--- config.mk ---
export PLATFORM = sky130hd
export DESIGN_NAME = blk_sec_cfg_bank
export DESIGN_NICKNAME = d
export VERILOG_FILES = /design/src/rtl/bsc_pkg.sv /design/src/rtl/bsc_lut_store.sv /design/src/rtl/bsc_irq_unit.sv /design/src/rtl/blk_sec_cfg_bank.sv
export SDC_FILE = /design/constraint.sdc
export NUM_CORES = 1
export LEC_CHECK = 0
export BUFFER_PORTS_ARGS = -buffer_cell sky130_fd_sc_hd__buf_4
export CAP_MARGIN = 10
export CORE_UTILIZATION = 25
export CTS_CLUSTER_DIAMETER = 40
export DETAILED_ROUTE_END_ITERATION = 8
export GPL_ROUTABILITY_DRIVEN = 1
export PLACE_DENSITY = 0.49
export SETUP_SLACK_MARGIN = 0.2
export SLEW_MARGIN = 20
export SYNTH_ARGS = -nofsm -noshare
export SYNTH_HDL_FRONTEND = slang
export SYNTH_SLANG_ARGS = --single-unit
--- constraint.sdc ---
create_clock -name clk -period 6.8 [get_ports clk]
set_clock_uncertainty 0.1 [all_clocks]
set_input_delay 0.34 -clock clk [delete_from_list [all_inputs] [get_ports clk]]
set_output_delay 0.34 -clock clk [all_outputs]
set_load 0.02 [all_outputs]
--- src/rtl/bsc_pkg.sv ---
package bsc_pkg;

  localparam logic [9:0] W_CTRL  = 10'h000;
  localparam logic [9:0] W_MAX   = 10'h004;
  localparam logic [9:0] W_CFG   = 10'h005;
  localparam logic [9:0] W_IDX   = 10'h006;
  localparam logic [9:0] W_LUT   = 10'h007;
  localparam logic [9:0] W_STAT  = 10'h008;
  localparam logic [9:0] W_CLR   = 10'h009;
  localparam logic [9:0] W_EN    = 10'h00A;
  localparam logic [9:0] W_INFO1 = 10'h00B;
  localparam logic [9:0] W_INFO2 = 10'h00C;
  localparam logic [9:0] W_SET   = 10'h00D;
  localparam logic [9:0] W_ID0   = 10'h3F4;

  localparam logic [31:0] CTRL_WMASK = 32'h8000_0110;
  localparam logic [31:0] CTRL_RST   = 32'h0000_0100;

  typedef enum logic [1:0] {
    SZ_BYTE = 2'd0,
    SZ_HALF = 2'd1,
    SZ_WORD = 2'd2,
    SZ_WALT = 2'd3
  } acc_size_e;

  function automatic logic [7:0] id_byte(input logic [3:0] n);
    case (n)
      4'd0:    id_byte = 8'h04;
      4'd4:    id_byte = 8'h60;
      4'd5:    id_byte = 8'hB8;
      4'd6:    id_byte = 8'h1B;
      4'd8:    id_byte = 8'h0D;
      4'd9:    id_byte = 8'hF0;
      4'd10:   id_byte = 8'h05;
      4'd11:   id_byte = 8'hB1;
      default: id_byte = 8'h00;
    endcase
  endfunction

  function automatic logic [31:0] lane_mask(input logic [1:0] size);
    case (size)
      SZ_BYTE: lane_mask = 32'h0000_00FF;
      SZ_HALF: lane_mask = 32'h0000_FFFF;
      default: lane_mask = 32'hFFFF_FFFF;
    endcase
  endfunction

  function automatic logic [31:0] merge_lanes(input logic [31:0] old_v,
                                              input logic [31:0] wdata,
                                              input logic [1:0]  size,
                                              input logic [1:0]  lane);
    logic [4:0]  sh;
    logic [31:0] m;
    sh = {lane, 3'b000};
    m  = lane_mask(size) << sh;
    if (size[1]) merge_lanes = wdata;
    else         merge_lanes = (old_v & ~m) | ((wdata << sh) & m);
  endfunction

  function automatic logic [31:0] pick_lanes(input logic [31:0] r,
                                             input logic [1:0]  size,
                                             input logic [1:0]  lane);
    logic [4:0] sh;
    sh = {lane, 3'b000};
    pick_lanes = (r >> sh) & lane_mask(size);
  endfunction

endpackage

--- src/rtl/bsc_lut_store.sv ---
module bsc_lut_store #(
  parameter int unsigned NWORDS = 4,
  parameter int unsigned IW     = (NWORDS > 1) ? $clog2(NWORDS) : 1
) (
  input  logic                   clk,
  input  logic                   rst_n,
  input  logic                   idx_load,
  input  logic [31:0]            idx_wdata,
  input  logic                   word_load,
  input  logic [31:0]            word_wdata,
  input  logic                   idx_step,
  output logic [IW-1:0]          idx_q,
  output logic [31:0]            cur_word,
  output logic [NWORDS*32-1:0]   lut_flat
);

  logic [IW-1:0] idx_d;
  logic [31:0]   idx_mod;

  assign idx_mod = idx_wdata % NWORDS;

  always_comb begin
    idx_d = idx_q;
    if (idx_load) begin
      idx_d = idx_mod[IW-1:0];
    end else if (idx_step) begin
      if (32'(idx_q) == NWORDS - 1) idx_d = '0;
      else                          idx_d = idx_q + 1'b1;
    end
  end

  always_ff @(posedge clk or negedge rst_n) begin
    if (!rst_n) idx_q <= '0;
    else        idx_q <= idx_d;
  end

  for (genvar w = 0; w < NWORDS; w++) begin : g_word
    logic        wen;
    logic [31:0] word_q;
    assign wen = word_load && (32'(idx_q) == w);
    always_ff @(posedge clk or negedge rst_n) begin
      if (!rst_n)   word_q <= '0;
      else if (wen) word_q <= word_wdata;
    end
    assign lut_flat[w*32 +: 32] = word_q;
  end

  assign cur_word = lut_flat[32'(idx_q)*32 +: 32];

endmodule

--- src/rtl/bsc_irq_unit.sv ---
module bsc_irq_unit (
  input  logic        clk,
  input  logic        rst_n,
  input  logic        sw_set,
  input  logic        sw_clr,
  input  logic        en_load,
  input  logic        en_wdata,
  input  logic        flt_valid,
  input  logic [31:0] flt_addr,
  input  logic [31:0] flt_attr,
  output logic        stat_q,
  output logic        en_q,
  output logic [31:0] info1_q,
  output logic [31:0] info2_q
);

  logic stat_d;
  logic en_d;
  logic capture;

  assign capture = flt_valid && !stat_q;

  always_comb begin
    stat_d = stat_q;
    if (sw_clr)                 stat_d = 1'b0;
    else if (sw_set || capture) stat_d = 1'b1;
    en_d = en_load ? en_wdata : en_q;
  end

  always_ff @(posedge clk or negedge rst_n) begin
    if (!rst_n) begin
      stat_q <= 1'b0;
      en_q   <= 1'b1;
    end else begin
      stat_q <= stat_d;
      en_q   <= en_d;
    end
  end

  always_ff @(posedge clk or negedge rst_n) begin
    if (!rst_n) begin
      info1_q <= '0;
      info2_q <= '0;
    end else if (capture) begin
      info1_q <= flt_addr;
      info2_q <= flt_attr;
    end
  end

endmodule

--- src/rtl/blk_sec_cfg_bank.sv ---
module blk_sec_cfg_bank
  import bsc_pkg::*;
#(
  parameter  int unsigned MEM_BYTES = 32768,
  parameter  int unsigned BLK_BYTES = 256,
  localparam int unsigned NWORDS    = (MEM_BYTES / BLK_BYTES + 31) / 32,
  localparam int unsigned IW        = (NWORDS > 1) ? $clog2(NWORDS) : 1
) (
  input  logic                 clk,
  input  logic                 rst_n,
  input  logic                 bus_sel,
  input  logic                 bus_wr,
  input  logic                 bus_secure,
  input  logic [1:0]           bus_size,
  input  logic [11:0]          bus_addr,
  input  logic [31:0]          bus_wdata,
  output logic [31:0]          bus_rdata,
  input  logic                 flt_valid,
  input  logic [31:0]          flt_addr,
  input  logic [31:0]          flt_attr,
  output logic                 irq,
  output logic                 blk_err_resp,
  output logic [NWORDS*32-1:0] lut_flat
);

  localparam logic [31:0] MAX_VAL = 32'(NWORDS - 1);
  localparam logic [31:0] CFG_VAL = 32'($clog2(BLK_BYTES) - 5);

  logic [9:0]    word_ofs;
  logic [1:0]    lane;
  logic          acc_ok, wr_ok, rd_ok, locked;
  logic [31:0]   old_val, wval, rval;
  logic [31:0]   ctrl_q, ctrl_d;
  logic          ctrl_load, idx_load, word_load, idx_step;
  logic          sw_set, sw_clr, en_load;
  logic [IW-1:0] idx_q;
  logic [31:0]   cur_word;
  logic          irq_stat, irq_en;
  logic [31:0]   info1_q, info2_q;

  assign word_ofs = bus_addr[11:2];
  assign lane     = bus_addr[1:0];
  assign acc_ok   = bus_sel && (bus_secure || (word_ofs >= W_ID0));
  assign wr_ok    = acc_ok && bus_wr;
  assign rd_ok    = acc_ok && !bus_wr;
  assign locked   = ctrl_q[31];

  always_comb begin
    case (word_ofs)
      W_CTRL:  old_val = ctrl_q;
      W_IDX:   old_val = 32'(idx_q);
      W_LUT:   old_val = cur_word;
      default: old_val = '0;
    endcase
  end

  assign wval      = merge_lanes(old_val, bus_wdata, bus_size, lane);
  assign ctrl_load = wr_ok && (word_ofs == W_CTRL) && !locked;
  assign idx_load  = wr_ok && (word_ofs == W_IDX);
  assign word_load = wr_ok && (word_ofs == W_LUT) && !locked;
  assign idx_step  = bus_size[1] && ctrl_q[8] && (word_ofs == W_LUT) &&
                     (rd_ok || word_load);
  assign sw_set    = wr_ok && (word_ofs == W_SET) && wval[0];
  assign sw_clr    = wr_ok && (word_ofs == W_CLR) && wval[0];
  assign en_load   = wr_ok && (word_ofs == W_EN) && !locked;

  always_comb begin
    ctrl_d = ctrl_q;
    if (ctrl_load) ctrl_d = wval & CTRL_WMASK;
  end

  always_ff @(posedge clk or negedge rst_n) begin
    if (!rst_n) ctrl_q <= CTRL_RST;
    else        ctrl_q <= ctrl_d;
  end

  bsc_lut_store #(.NWORDS(NWORDS), .IW(IW)) lut_i (
    .clk        (clk),
    .rst_n      (rst_n),
    .idx_load   (idx_load),
    .idx_wdata  (wval),
    .word_load  (word_load),
    .word_wdata (wval),
    .idx_step   (idx_step),
    .idx_q      (idx_q),
    .cur_word   (cur_word),
    .lut_flat   (lut_flat)
  );

  bsc_irq_unit irq_i (
    .clk       (clk),
    .rst_n     (rst_n),
    .sw_set    (sw_set),
    .sw_clr    (sw_clr),
    .en_load   (en_load),
    .en_wdata  (wval[0]),
    .flt_valid (flt_valid),
    .flt_addr  (flt_addr),
    .flt_attr  (flt_attr),
    .stat_q    (irq_stat),
    .en_q      (irq_en),
    .info1_q   (info1_q),
    .info2_q   (info2_q)
  );

  always_comb begin
    rval = '0;
    if (word_ofs >= W_ID0) begin
      rval = {24'h0, id_byte(4'(word_ofs - W_ID0))};
    end else begin
      case (word_ofs)
        W_CTRL:  rval = ctrl_q;
        W_MAX:   rval = MAX_VAL;
        W_CFG:   rval = CFG_VAL;
        W_IDX:   rval = 32'(idx_q);
        W_LUT:   rval = cur_word;
        W_STAT:  rval = {31'h0, irq_stat};
        W_EN:    rval = {31'h0, irq_en};
        W_INFO1: rval = info1_q;
        W_INFO2: rval = info2_q;
        default: rval = '0;
      endcase
    end
  end

  assign bus_rdata    = rd_ok ? pick_lanes(rval, bus_size, lane) : '0;
  assign irq          = irq_stat && irq_en;
  assign blk_err_resp = ctrl_q[4];

endmodule

==> run_results.csv <==
group,metric,value,unit
status,status,"complete, no violations",
yosys,ys_warn_count,0,
yosys,synth_cell_types,76,
route,route.final.wire_length,46750,µm
worst_setup_path,cpPeakStageDelay,0.90,ns
die,start_util,25.48,%
clocking,clkLatencyLatePin,0.45,ns
global_route,grt_pass1_wl,67340,µm
die,die_area,44940,µm²
die,ios,278,
worst_hold_path,whs_path_depth,2,
power,power.switching,0.6631,mW
clocking,cts-root-buf,"clkbuf_16",
clocking,clk_pin_slew,0.07,ns
route,via_per_inst,5.149,
timing,period_share,58.92,%
die,core,43270,µm²
power,seq_power_share,47.7,%
yosys,ys_ff_latch,199,
power,finalPower,2.631,mW
placed_design,dp_cells,1786,
worst_setup_path,path_buf_inv,2,
timing,hold_viol,0,
worst_hold_path,min_to,"irq_i.info1_q[1]",
timing,rsz0062_at_grt,"no",
placed_design,hpwl,36050,µm
yosys,syn_area_per_cell,11.20,µm²
final_layout,drive_above_1_share,41.65,%
clocking,cts_tree,"built",
die,fp.dieH,212.0,µm
power,peakVddDrop,0.1579,mV
worst_setup_path,crit_cells,7,
worst_setup_path,reg2reg_to,"lut_i.g_word[2].word_q[2]",
yosys,synthArstFlopShare,100.0,%
global_route,grt.total_usage,20.87,%
yosys,syn_inst,984,
route,routed-via-count,9449,
timing,setup_tns,0,ns
timing,finalMaxSlewViolations,0,
clocking,cts_buffers,17,
timing,max_freq,249.6,MHz
placed_design,io_buffers,277,
yosys,postSynthNetCount,1114,
timing,setup_viol,0,
die,num_rows,76,
worst_setup_path,timing.critical_path.from_type,"flop",
route,dr.pass1.iters,8,
route,drcViolationCount,0,
timing,relSlewSlack,37.36,%
worst_setup_path,path_max_fanout,28,
power,internal-power,1.968,mW
power,cellPowerDensity,183.0,nW/µm²
power,comb_power_share,10.8,%
flow_run,drv_cap,0,
worst_setup_path,r2r_slack,3.26,ns
worst_setup_path,worstPathArrival,3.57,ns
yosys,synth_area,11020,µm²
route,ant_nets,0,
worst_hold_path,hold_path.class,"primary input to flop",
yosys,synth_ff_type,"dfrtp_1",
power,pwr-share-clk,41.5,%
global_route,grt_max_degree,105,
power,switching_share,25.20,%
global_route,grt-ovfl-total,0,
worst_setup_path,worst_path_max_delay_cell,"dfrtp_2",
placed_design,gp_congestion,0.8537,
worst_setup_path,cp-end-kind,"output port",
worst_hold_path,holdCritStartpoint,"flt_addr[1]",
worst_setup_path,cp.required,6.36,ns
route,drtIter0Drc,648,
worst_setup_path,reg2reg_depth,6,
clocking,clkSinkCount,199,
clocking,post_cts_buffers,0,
power,p_leak,6.555,nW
timing,fin_crit,4.007,ns
worst_setup_path,worstPathCellList,"buf_4 -> mux2_2 -> a222oi_1 -> a211oi_1 -> a21oi_1 -> a211oi_1 -> buf_4",
timing,tightestPinTransition,0.9347,ns
clocking,cts_buffer_depth,2,
final_layout,final_nets,1365,
final_layout,stdcell_count,1835,
worst_setup_path,r2r-start,"lut_i.idx_q[0]",
global_route,first_global_vias,9489,
global_route,antenna_found_initial,4,
worst_setup_path,critPathTopFamily,"compound AO/OA/AOI/OAI gates",
yosys,ys_seq_area_share,45.20,%
final_layout,area_delta_synth_final,30.43,%
yosys,synth_edf_count,0,
worst_setup_path,worst-setup-path-type,"flop to output port",
route,routedWlPerCell,25.48,µm
die,die_x,212.0,µm
clocking,h-tree-depth,4,
==> metal layers <==
layer,part of all wire [%],GRT usage [%]
met5,0,0
met4,1.2,5.372
met3,6.9,4.786
met2,46,32.10
met1,46,29.32
==> cells by family after synthesis <==
group                    synth area share (%)
multiplexers                            24.47
AND/OR/NAND/NOR                         10.30
AO/OA/AOI/OAI                           14.68
flip-flops                              45.20
adder cells (fa/ha/maj)                 1.589
buffers and inverters                   3.768
==> state kept, by name (all words and copies together), names as in the netlist <==
| signal | cells |
|---|---|
| irq_i.info2_q | 32 |
| irq_i.en_q | 1 |
| irq_i.info1_q | 32 |
| lut_i.idx_q | 2 |
| lut_i.g_word.word_q | 128 |
| irq_i.stat_q | 1 |
| ctrl_q | 3 |
==> layout by cell type (no fill, tap or decap), types with 7 or more instances in the layout <==
| cell type | n |
|---|---|
| buf_4 | 292 |
| a2bb2oi_1 | 10 |
| nor2b_1 | 7 |
| a22o_1 | 8 |
| ha_1 | 14 |
| a31oi_1 | 13 |
| inv_1 | 14 |
| nand3_1 | 14 |
| o22ai_1 | 8 |
| or4_1 | 7 |
| or3_1 | 7 |
| mux2i_1 | 31 |
| and2_1 | 7 |
| nand2_1 | 76 |
| o21ai_0 | 58 |
| mux2_1 | 18 |
| dfrtp_1 | 195 |
| a21o_1 | 7 |
| clkbuf_16 | 17 |
| dlygate4sd3_1 | 15 |
| nor2_1 | 60 |
| mux4_2 | 16 |
| and3_1 | 7 |
| a222oi_1 | 19 |
| nand4_1 | 8 |
| a22oi_1 | 11 |
| mux2_2 | 162 |
| a21oi_1 | 18 |
| nand2b_1 | 13 |
==> final cells by class <==
type	instances	area [µm²]
fill	4476	28890
multi-input combinational	694	5633
sequential	199	4985
timing repair buffer	308	2356
tap	585	732.0
clock buffer	18	429.2
clock inverter	12	176.4
inverter	15	56.30
antenna	4	10.01
==> stage by stage <==
| stage | setup slack (ns) | util (%) | hold WS, ns | cell area (µm²) |
|---|---|---|---|---|
| floorplan | 3.741 | - | -0.05559 | 11020 |
| global placement | 3.094 | 31.46 | 0.3907 | 13610 |
| detailed placement | 3.135 | 31.46 | 0.3962 | 13610 |
| CTS | 2.719 | 33.21 | 0.0004118 | 14370 |
| global route | 2.546 | 33.23 | 0.004993 | 14380 |
| finish | 2.793 | 33.23 | 0.02409 | 14380 |
==> Yosys cell counts (14+ instances only) <==
cell type,instances,area [µm²]
ha_1,14,175.2
nand2_1,76,285.3
clkbuf_1,44,165.2
mux2_1,18,202.7
nor2_1,60,225.2
dfrtp_1,197,4930
buf_2,20,100.1
a222oi_1,19,190.2
o21ai_0,58,290.3
a21oi_1,18,90.09
mux4_2,16,360.4
mux2_2,162,1824
mux2i_1,31,310.3
inv_1,14,52.55
nand3_1,14,70.07
==> power groups by stage <==
stage	Sequential (mW)	Combinational (mW)	Clock (mW)
detailed placement	1.28	0.278	0
floorplan	1.27	0.138	0
finish	1.26	0.284	1.09
global placement	1.28	0.274	0
global route	1.26	0.309	1.16
CTS	1.25	0.286	1.13
==> worst max path at each step <==
stage / start / end / slack (ns)
3_5_place_dp: bus_addr[3] / bus_rdata[23] / 3.14
6_report: lut_i.idx_q[1] / bus_rdata[8] / 2.79
5_1_grt: lut_i.idx_q[0] / bus_rdata[23] / 2.55
4_1_cts: lut_i.idx_q[1] / bus_rdata[3] / 2.72
3_3_place_gp: bus_addr[3] / bus_rdata[23] / 3.09
2_1_floorplan: bus_addr[5] / bus_rdata[0] / 3.74
==> timing repair <==
item,CTS,global route
hold buffers,15,0
setup endpoints to repair,0,0
hold endpoints to repair,115,0
gates resized for setup,0,0
Power figures use the tool's default switching activity.
